`config.mk`:
```
export PLATFORM = sky130hd
export DESIGN_NAME = spi_regslave
export DESIGN_NICKNAME = d
export VERILOG_FILES = /design/src/rtl/spi_rs_pkg.sv /design/src/rtl/spi_rs_sync.sv /design/src/rtl/spi_rs_frame.sv /design/src/rtl/spi_rs_tx.sv /design/src/rtl/spi_regslave.sv
export SDC_FILE = /design/constraint.sdc
export NUM_CORES = 1
export LEC_CHECK = 0
export ABC_CLOCK_PERIOD_IN_PS = 2370
export BUFFER_PORTS_ARGS = -buffer_cell sky130_fd_sc_hd__buf_2
export CORE_ASPECT_RATIO = 1.4
export CORE_MARGIN = 2
export CORE_UTILIZATION = 51
export CTS_BUF_LIST = sky130_fd_sc_hd__clkbuf_16
export DETAILED_ROUTE_END_ITERATION = 8
export GPL_TIMING_DRIVEN = 0
export PLACE_DENSITY = 0.75
export RECOVER_POWER = 25
export SLEW_MARGIN = 20
export SYNTH_ARGS = -nofsm -noshare
export SYNTH_HDL_FRONTEND = slang
export SYNTH_SLANG_ARGS = --single-unit
```
`constraint.sdc`:
```
create_clock -name clk -period 2.37 [get_ports clk]
set_clock_uncertainty 0.2 [all_clocks]
set_input_delay 0.474 -clock clk [delete_from_list [all_inputs] [get_ports clk]]
set_output_delay 0.474 -clock clk [all_outputs]
set_load 0.02 [all_outputs]
```
`src/rtl/spi_rs_pkg.sv`:
```
// Package: shared encodings for the serial register slave.
// Assumes: header bit 1 selects the direction and header bit 2 selects the address format.
package spi_rs_pkg;
    typedef enum logic {
        DIR_WRITE = 1'b0,
        DIR_READ  = 1'b1
    } xfer_dir_e;

    typedef enum logic {
        ADDR_LONG  = 1'b0,
        ADDR_SHORT = 1'b1
    } addr_fmt_e;
endpackage

```
`src/rtl/spi_rs_sync.sv`:
```
// Module: multi-stage synchronizer for one asynchronous pin.
// Assumes: the pin is slow next to clk; RST_VAL is the pin's idle level.
module spi_rs_sync #(
    parameter int   STAGES  = 2,
    parameter logic RST_VAL = 1'b0
) (
    input  logic clk,
    input  logic rst_n,
    input  logic d_i,
    output logic q_o
);
    logic [STAGES-1:0] chain;

    for (genvar g = 0; g < STAGES; g++) begin : g_stage
        if (g == 0) begin : g_first
            // Purpose: first stage captures the raw pin.
            always_ff @(posedge clk) begin
                if (!rst_n) chain[g] <= RST_VAL;
                else        chain[g] <= d_i;
            end
        end else begin : g_next
            // Purpose: later stages settle the sample.
            always_ff @(posedge clk) begin
                if (!rst_n) chain[g] <= RST_VAL;
                else        chain[g] <= chain[g-1];
            end
        end
    end

    assign q_o = chain[STAGES-1];
endmodule

```
`src/rtl/spi_rs_frame.sv`:
```
// Module: header decoding, receive shifting and register port strobes.
// Assumes: rising-edge events are single-cycle pulses, at least four cycles apart.
module spi_rs_frame import spi_rs_pkg::*; #(
    parameter int ADDR_W = 6,
    parameter int DATA_W = 8,
    parameter int CNT_W  = 5
) (
    input  logic              clk,
    input  logic              rst_n,
    input  logic              cs_act,
    input  logic              clk_rise,
    input  logic              mosi_s,
    output logic [ADDR_W-1:0] reg_addr_o,
    output logic [DATA_W-1:0] reg_wdata_o,
    output logic              reg_we_o,
    output logic              reg_re_o,
    output logic [CNT_W-1:0]  hdr_cnt_o,
    output logic              in_data_o,
    output logic              is_read_o
);
    localparam int HDR_SHORT = 2 + ADDR_W;
    localparam int HDR_LONG  = HDR_SHORT + DATA_W;
    localparam int BIT_W     = $clog2(DATA_W);

    xfer_dir_e         dir_q;
    addr_fmt_e         fmt_q;
    logic [CNT_W-1:0]  hdr_cnt, hdr_next, hdr_len;
    logic [BIT_W-1:0]  bit_idx;
    logic [DATA_W-2:0] rx_sr;
    logic              in_data;

    assign hdr_next = hdr_cnt + 1'b1;
    assign hdr_len  = (fmt_q == ADDR_SHORT) ? CNT_W'(HDR_SHORT) : CNT_W'(HDR_LONG);

    // Purpose: walk the header, collect data bytes and issue register strobes.
    always_ff @(posedge clk) begin
        if (!rst_n) begin
            dir_q <= DIR_WRITE; fmt_q <= ADDR_LONG; hdr_cnt <= '0; bit_idx <= '0;
            rx_sr <= '0; in_data <= 1'b0; reg_addr_o <= '0; reg_wdata_o <= '0;
            reg_we_o <= 1'b0; reg_re_o <= 1'b0;
        end else begin
            reg_we_o <= 1'b0;
            reg_re_o <= 1'b0;
            if (!cs_act) begin
                dir_q <= DIR_WRITE; fmt_q <= ADDR_LONG; hdr_cnt <= '0;
                bit_idx <= '0; in_data <= 1'b0; reg_addr_o <= '0;
            end else begin
                if (reg_we_o) reg_addr_o <= reg_addr_o + 1'b1;
                if (clk_rise && !in_data) begin
                    hdr_cnt <= hdr_next;
                    if (hdr_next == CNT_W'(1)) dir_q <= xfer_dir_e'(mosi_s);
                    if (hdr_next == CNT_W'(2)) fmt_q <= addr_fmt_e'(mosi_s);
                    if (hdr_next >= CNT_W'(3) && hdr_next <= CNT_W'(HDR_SHORT))
                        reg_addr_o <= {reg_addr_o[ADDR_W-2:0], mosi_s};
                    if (hdr_next == hdr_len) begin
                        in_data  <= 1'b1;
                        bit_idx  <= '0;
                        reg_re_o <= (dir_q == DIR_READ);
                    end
                end else if (clk_rise) begin
                    rx_sr <= {rx_sr[DATA_W-3:0], mosi_s};
                    if (bit_idx == BIT_W'(DATA_W-1)) begin
                        bit_idx <= '0;
                        if (dir_q == DIR_READ) begin
                            reg_addr_o <= reg_addr_o + 1'b1;
                            reg_re_o   <= 1'b1;
                        end else begin
                            reg_we_o    <= 1'b1;
                            reg_wdata_o <= {rx_sr, mosi_s};
                        end
                    end else begin
                        bit_idx <= bit_idx + 1'b1;
                    end
                end
            end
        end
    end

    assign hdr_cnt_o = hdr_cnt;
    assign in_data_o = in_data;
    assign is_read_o = (dir_q == DIR_READ);
endmodule

```
`src/rtl/spi_rs_tx.sv`:
```
// Module: output shifter for the status preamble and read data, with enables.
// Assumes: STAT_W is less than the one-byte header length; rd_load and falling edges never share a cycle.
module spi_rs_tx #(
    parameter int DATA_W = 8,
    parameter int STAT_W = 6,
    parameter int CNT_W  = 5
) (
    input  logic              clk,
    input  logic              rst_n,
    input  logic              cs_act,
    input  logic              cs_start,
    input  logic              clk_fall,
    input  logic              cfg_3wire,
    input  logic              cfg_status,
    input  logic [STAT_W-1:0] status_i,
    input  logic [CNT_W-1:0]  hdr_cnt,
    input  logic              in_data,
    input  logic              is_read,
    input  logic              rd_load,
    input  logic [DATA_W-1:0] rd_data,
    output logic              miso_o,
    output logic              miso_oe_o,
    output logic              sio_o,
    output logic              sio_oe_o
);
    logic [STAT_W-1:0] stat_sr;
    logic [DATA_W-1:0] tx_sr;
    logic              out_bit, stat_drv, rd_drv, tw_q;

    // Purpose: load, shift and release the serial output at falling clock edges.
    always_ff @(posedge clk) begin
        if (!rst_n) begin
            stat_sr <= '0; tx_sr <= '0; out_bit <= 1'b0;
            stat_drv <= 1'b0; rd_drv <= 1'b0; tw_q <= 1'b0;
        end else if (!cs_act) begin
            stat_drv <= 1'b0;
            rd_drv   <= 1'b0;
            out_bit  <= 1'b0;
        end else begin
            if (cs_start) begin
                tw_q     <= cfg_3wire;
                stat_sr  <= status_i;
                stat_drv <= cfg_status & ~cfg_3wire;
                out_bit  <= cfg_status & ~cfg_3wire & status_i[STAT_W-1];
            end
            if (rd_load) tx_sr <= rd_data;
            if (clk_fall) begin
                if (in_data && is_read) begin
                    out_bit <= tx_sr[DATA_W-1];
                    tx_sr   <= tx_sr << 1;
                    rd_drv  <= 1'b1;
                end else if (stat_drv && hdr_cnt != '0) begin
                    if (hdr_cnt < CNT_W'(STAT_W)) begin
                        out_bit <= stat_sr[STAT_W-2];
                        stat_sr <= stat_sr << 1;
                    end else begin
                        stat_drv <= 1'b0;
                        out_bit  <= 1'b0;
                    end
                end
            end
        end
    end

    assign miso_o    = out_bit;
    assign miso_oe_o = stat_drv | (rd_drv & ~tw_q);
    assign sio_o     = out_bit;
    assign sio_oe_o  = rd_drv & tw_q;
endmodule

```
`src/rtl/spi_regslave.sv`:
```
// Module: SPI slave for a register file, sampled in the system clock domain.
// Assumes: serial clock high and low phases each last at least four clk cycles;
//          reg_rdata_i is valid combinationally in the cycle reg_re_o is high.
module spi_regslave #(
    parameter int ADDR_W      = 6,
    parameter int DATA_W      = 8,
    parameter int STAT_W      = 6,
    parameter int SYNC_STAGES = 2
) (
    input  logic              clk,
    input  logic              rst_n,
    input  logic              spi_cs_n_i,
    input  logic              spi_clk_i,
    input  logic              spi_mosi_i,
    output logic              spi_miso_o,
    output logic              spi_miso_oe_o,
    output logic              sio_o,
    output logic              sio_oe_o,
    input  logic              cfg_3wire_i,
    input  logic              cfg_status_i,
    input  logic [STAT_W-1:0] status_i,
    output logic [ADDR_W-1:0] reg_addr_o,
    output logic [DATA_W-1:0] reg_wdata_o,
    output logic              reg_we_o,
    output logic              reg_re_o,
    input  logic [DATA_W-1:0] reg_rdata_i
);
    localparam int HDR_LONG = 2 + ADDR_W + DATA_W;
    localparam int CNT_W    = $clog2(HDR_LONG + 1);

    logic cs_s, clk_s, mosi_s, cs_d, clk_d;
    logic cs_act, cs_start, clk_rise, clk_fall;
    logic [CNT_W-1:0] hdr_cnt;
    logic in_data, is_read;

    spi_rs_sync #(.STAGES(SYNC_STAGES), .RST_VAL(1'b1)) u_sync_cs (
        .clk(clk), .rst_n(rst_n), .d_i(spi_cs_n_i), .q_o(cs_s));
    spi_rs_sync #(.STAGES(SYNC_STAGES), .RST_VAL(1'b0)) u_sync_clk (
        .clk(clk), .rst_n(rst_n), .d_i(spi_clk_i), .q_o(clk_s));
    spi_rs_sync #(.STAGES(SYNC_STAGES), .RST_VAL(1'b0)) u_sync_mosi (
        .clk(clk), .rst_n(rst_n), .d_i(spi_mosi_i), .q_o(mosi_s));

    // Purpose: hold the previous synchronized levels for edge detection.
    always_ff @(posedge clk) begin
        if (!rst_n) begin
            cs_d  <= 1'b1;
            clk_d <= 1'b0;
        end else begin
            cs_d  <= cs_s;
            clk_d <= clk_s;
        end
    end

    assign cs_act   = ~cs_s;
    assign cs_start = cs_d & ~cs_s;
    assign clk_rise = clk_s & ~clk_d;
    assign clk_fall = ~clk_s & clk_d;

    spi_rs_frame #(.ADDR_W(ADDR_W), .DATA_W(DATA_W), .CNT_W(CNT_W)) u_frame (
        .clk(clk), .rst_n(rst_n), .cs_act(cs_act), .clk_rise(clk_rise), .mosi_s(mosi_s),
        .reg_addr_o(reg_addr_o), .reg_wdata_o(reg_wdata_o), .reg_we_o(reg_we_o),
        .reg_re_o(reg_re_o), .hdr_cnt_o(hdr_cnt), .in_data_o(in_data), .is_read_o(is_read));

    spi_rs_tx #(.DATA_W(DATA_W), .STAT_W(STAT_W), .CNT_W(CNT_W)) u_tx (
        .clk(clk), .rst_n(rst_n), .cs_act(cs_act), .cs_start(cs_start), .clk_fall(clk_fall),
        .cfg_3wire(cfg_3wire_i), .cfg_status(cfg_status_i), .status_i(status_i),
        .hdr_cnt(hdr_cnt), .in_data(in_data), .is_read(is_read), .rd_load(reg_re_o),
        .rd_data(reg_rdata_i), .miso_o(spi_miso_o), .miso_oe_o(spi_miso_oe_o),
        .sio_o(sio_o), .sio_oe_o(sio_oe_o));
endmodule

```
* Word level (Yosys, flattened, before mapping)
Cells that the tools add are included. W data, S select, Z words.
Storage, ports and cells: register bits 60, bits of input ports 21, output and inout bits 20
Operators by class: add/sub/neg operators 3, $lt $le $gt $ge 3, equality and inequality tests 5, mux-type cells 35, bitwise logic cells 18, reductions and logical operators 17
Operators by type and width (count):
- $mux W6 | 11
- $mux W8 | 3
- $mux W1 | 16
- $mux W3 | 4
- $reduce_and A2 Y1 | 6
- $not A1 Y1 | 10
- $and A1 B1 Y1 | 7
- $add A6 B1 Y6 const B | 1
- $add A5 B1 Y5 const B | 1
- $eq A5 B1 Y1 const B | 1
- $eq A5 B2 Y1 const B | 1
- $eq A5 B5 Y1 | 1
- $ge A5 B2 Y1 const B | 1
- $le A5 B4 Y1 const B | 1
- $lt A5 B3 Y1 const B | 1
- $mux W5 | 1
- $reduce_and A5 Y1 | 1
- $reduce_bool A5 Y1 | 1
- $reduce_or A5 Y1 | 1
- $logic_and A1 B1 Y1 | 4
- $add A3 B1 Y3 const B | 1
- $eq A3 B3 Y1 const B | 1
- $reduce_and A3 Y1 | 1
- $ne A2 B2 Y1 const B | 1
- 4 further kinds | 4

* Depth between registers and ports, before layout
depth after elaboration 7, gate-level depth with buffers 8, mapped depth without buffers 7

* Modules after synthesis
Synthesis repeated with hierarchy kept, for this count alone.
Unflattened totals: cells, all modules 340, area, all modules 2979.1 um^2
By module, submodules not included:
- spi_rs_frame | times used 1, cells each 198, area each 1800.5 um^2, seq. area each 680.7 um^2
- spi_rs_tx | times used 1, cells each 122, area each 945.9 um^2, seq. area each 340.3 um^2
- spi_rs_sync | times used 3, cells each 4, area each 52.6 um^2, seq. area each 40.0 um^2
- spi_regslave | times used 1, cells each 8, area each 75.1 um^2, seq. area each 40.0 um^2

* Worst setup path before layout
Ideal clock, no wire load.
path type reg2reg, start point register u_frame.hdr_cnt[0] (netlist: u_frame.hdr_cnt_o[0]), end point register u_tx.stat_sr[1], library setup time 119 ps, arrival time 2010 ps, data required time 2051 ps, setup slack 41 ps, stages on the path, launching flop included 9, buffers on the path 1, period minus slack after synthesis 2329 ps, cells stage by stage dfxtp_1 inv_1 ha_1 or4b_1 nor4bb_1 and2_1 buf_6 mux2_1 o221a_1
Between the ends: longest elaborated chain between the ends 5, elaborated cells on any way between the ends 7, classes of those cells 1 x order compare; 4 x mux; 2 x reduce/logical
Ends and longest elaborated chain:
- start: declaration | line spi_rs_frame.sv:27 | logic [CNT_W-1:0] hdr_cnt, hdr_next, hdr_len;
- start signal: assignment | line spi_rs_frame.sv:50 | hdr_cnt <= hdr_next;
- $lt A5 B3 Y1 or $reduce_bool A5 Y1 (tied branches) | line spi_rs_tx.sv:53, spi_rs_tx.sv:52
- $mux W6 or $logic_and A1 B1 Y1 (tied branches) | line spi_rs_tx.sv:53, spi_rs_tx.sv:52
- $mux W6 (*) | line spi_rs_tx.sv:52 | end else if (stat_drv && hdr_cnt != '0) begin
- $mux W6 (*) | line spi_rs_tx.sv:48 | if (in_data && is_read) begin
- $mux W6 (*) | line spi_rs_tx.sv:47 | if (clk_fall) begin
- end signal: assignment | line spi_rs_tx.sv:42 | stat_sr <= status_i;
- end signal: assignment | line spi_rs_tx.sv:55 | stat_sr <= stat_sr << 1;
- end: declaration | line spi_rs_tx.sv:26 | logic [STAT_W-1:0] stat_sr;
Every way passes the cells marked *; elsewhere a longest branch is shown, timed or not. A chain may end at the register's enable or synchronous reset.

* Worst setup path after layout
start point register u_frame.hdr_cnt[0] (netlist: u_frame.hdr_cnt_o[0]), end point register u_tx.stat_sr[3]
The elaborated chain is that of the path after synthesis.

==> summary.md <==
| Metric | Value |
|---|---|
| Drt initial violations | ~210 |
| Maximum root-to-sink buffer count | 2 |
| Crit share post-route | between 90% and 100% |
| Worst EP arrival | 2.34 ns |
| Worst R2R Start | u_frame.hdr_cnt_o[0] |
| Initial antenna violation count | 0 |
| Vias in the first global route | between 2,000 and 2,500 |
| Post-Route WL | about 6.6 mm |
| Final core occ | 65.3% |
| Hold path depth | 2 |
| Via-to-Cell Ratio | around 5.6 |
| Inserted Clock Buffers | 9 |
| PwrDens | 675 mW/mm² |
| CP Launch Type | flip-flop |
| Critical path fanouts, max | 6 |
| R2R Path End | u_tx.stat_sr[3] |
| Antenna Nets Post-Route | 0 |
| Die area | approximately 0.0064 mm² |
| Slew margin rel. | 61.0% |
| Fmax | 431 MHz |
| Nets | 414 |
| Register area share after synthesis | about 40% |
| Count leader, synth | dfxtp_1 |
| Mapped Area | roughly 0.0029 mm² |
| Dpl ws | -0.184 ns |
| Seq cells post-synth | 59 |
| Top_reg_cell synth | dfxtp_1 |
| Root Buffer | clkbuf_16 |
| Final hold viol count | 0 |
| Final WS setup | 0.0480 ns |
| Number of max-cap violations | 0 |
| Reg2reg setup slack | 0.05 ns |
| Yosys warns | 0 |
| H-tree Lvls | 3 |
| Slowest Stage Delay on Critical Path | 0.47 ns |
| Core ar. | 0.00553 mm² |
| Number of flops mapped to enable cells by yosys | 0 |
| Final setup violating endpoints | 0 |
| ANT cells | 0 |
| Post-Syn Nets | between 300 and 400 |
| DR pass1 iterations | 4 |
| Clk Latency, worst-skew pair | 0.33 ns |
| Crit path max-delay cell type | or4b_4 |
| FFs w/ async S/R, synth | 0% |
| Syn_area_per_cell | 8.89 µm² |
| Dominant cell type by area after synthesis | dfxtp_1 |
| Clk slew on worst S/H paths | 0.05 ns |
| Crit-path cells | inv_4 -> ha_4 -> or4b_4 -> nor4bb_4 -> and2_1 -> buf_6 -> mux2_1 -> o221a_1 |
| Rows | 32 |
| Total GRT Usage | a little under a quarter |
| Min Tclk post-route | 2.32 ns |
| Total power | 2.44 mW |
| CTS Hold Bufs | 0 |
| LEAKAGE | 1.49 nW |
| Crit path to | u_tx.stat_sr[3] |
| Worst Setup Path Type | flip-flop to flip-flop |
| Status | completed |
| Req. time, crit path | 2.39 ns |
| Synth cell types | between 50 and 60 |
| Layout cells sized above 1 | 15.6% |
| DIE HEIGHT | 93.9 µm |
| Hold WC Path Type | input pin to flip-flop |
| Maximum VDD drop | between 0.4 and 0.5 mV |
| Via count | 2,561 |
| Synth top area cells | dfxtp_1 (40%), o221a_1 (4.2%), nand2_1 (3.8%), mux2i_1 (3.7%), ha_1 (3.4%) |
| # IOs | 41 |
| Grt ovf | 0 |
| First-pass GRT wire length | 11.1 mm |
| Pin count of the biggest net entering global routing | 11 |
| Drc violations | 0 |
| Port bufs | 39 |
| Cells after Synth | 331 |
| Worst r2r path cells | 8 |
| Min-Delay Startpoint | spi_cs_n_i |
| GPL Wtd Cong | around 0.82 |
| Sink Count | 59 |
| Least-Margin Pin Slew | a little under 0.6 ns |
| CTS tree | built |
| Worst setup path start | u_frame.hdr_cnt_o[0] |
| Post-synth top cells | dfxtp_1 (59), nand2_1 (30), nor2_1 (18) |
| Area Overhead vs Synth | 22.7% |
| RSZ-0062 raised after global routing | yes |
| Post-detail-place hpwl | 4.67 mm |
| DIE WIDTH | 68.2 µm |
| Final Max Slew Viols | 0 |
| Starting Density | 53.2% |
| Routed wire per std cell | 14.4 µm |
| Area share of the largest cell type after synthesis | 40.2% |
| Critical Path End Type | flip-flop |
worst max-delay path, delay by kind of cell, from the launching register on:
| kind | cells | cell delay (ns) |
|---|---|---|
| and+or+nand+nor | 3 | 0.81 |
| DFF | 1 | 0.35 |
| muxes | 1 | 0.31 |
| AOI/OAI and AO/OA | 1 | 0.22 |
| buffers and inverters | 2 | 0.20 |
| adders and majority gates | 1 | 0.13 |
flip-flops by register name, indices dropped and copies added (netlist names), 3 cells and up:
signal               cells
u_tx.stat_sr             5
u_frame.reg_addr_o       6
u_frame.hdr_cnt_o        5
u_frame.reg_wdata_o      8
u_frame.bit_idx          3
u_frame.rx_sr            7
u_tx.tx_sr               8
report_power, final:
group / internal (mW) / switching [mW] / leakage, nW
sequential: 1.00 / 0.00716 / 0.479
clock: 0.904 / 0.446 / 0.146
combinational: 0.0362 / 0.0416 / 0.861
cells in the final DEF (no fill, tap or decap), types with 6 or more instances in the layout:
master,n
dfxtp_1,57
nand2_1,30
buf_2,30
clkbuf_1,27
nor2_1,18
inv_1,14
nor2b_1,12
nand2b_1,11
a21oi_1,11
mux2i_1,11
o221a_1,11
nand3_1,10
a21boi_1,9
a31oi_1,9
clkbuf_16,9
and2_1,7
xor2_1,7
xnor2_1,7
ha_1,7
and3_1,6
o21ai_0,6
worst min path at each step:
stage	end	slack, ns
floorplan	u_sync_cs.q_o	0.19
global placement	u_sync_cs.q_o	0.19
detailed placement	u_sync_cs.q_o	0.20
CTS	u_sync_cs.chain[0]	0.14
global route	u_sync_mosi.chain[0]	0.14
finish	u_sync_cs.chain[0]	0.14
stage by stage:
stage / TNS [ns] / cells / cell area (µm²) / hold WS [ns]
2_1_floorplan: 0 / 331 / 2940 / 0.186
3_3_place_gp: -0.829 / 438 / 3220 / 0.190
3_5_place_dp: -0.941 / 438 / 3220 / 0.199
4_1_cts: 0 / 456 / 3590 / 0.140
5_1_grt: -0.0531 / 458 / 3610 / 0.144
6_report: 0 / 458 / 3610 / 0.145
area by class of cell:
cell class                      count  area, µm²
Timing Repair Buffer               43        211
Fill cell                         470       1920
Sequential cell                    59       1190
Inverter                           17       68.8
Clock inverter                      7       82.6
Tap cell                           68       85.1
Buffer                             21        100
Multi-Input combinational cell    234       1650
Clock buffer                        9        225
layer usage:
| layer | GRT usage [%] | vias up | share of wire [%] |
|---|---|---|---|
| met4 | 13.2 | 0 | 2.5 |
| met5 | 0 | - | 0 |
| li1 | - | 1291 | - |
| met2 | 36.7 | 56 | 50 |
| met3 | 5.40 | 12 | 3.5 |
| met1 | 27.8 | 1202 | 44 |
cell families after synthesis:
kind of cell | after synthesis | share of synthesized area (%)
AND/OR/NAND/NOR | 118 | 21.5
AO/OA/AOI/OAI | 78 | 19.7
flip-flops | 59 | 40.2
buffers and inverters | 38 | 5.57
XOR/XNOR | 15 | 4.47
multiplexers | 15 | 5.27
adder cells (fa/ha/maj) | 8 | 3.40
repair_timing:
action / 4_1_cts / 5_1_grt
setup buffers: 2 / 2
gates cloned: 0 / 0
endpoints found under the hold margin: 0 / 0
endpoints found under the setup margin: 10 / 5
pin swaps: 0 / 1
resized for setup: 13 / 4
No activity file was read; power rests on OpenSTA's default activity.
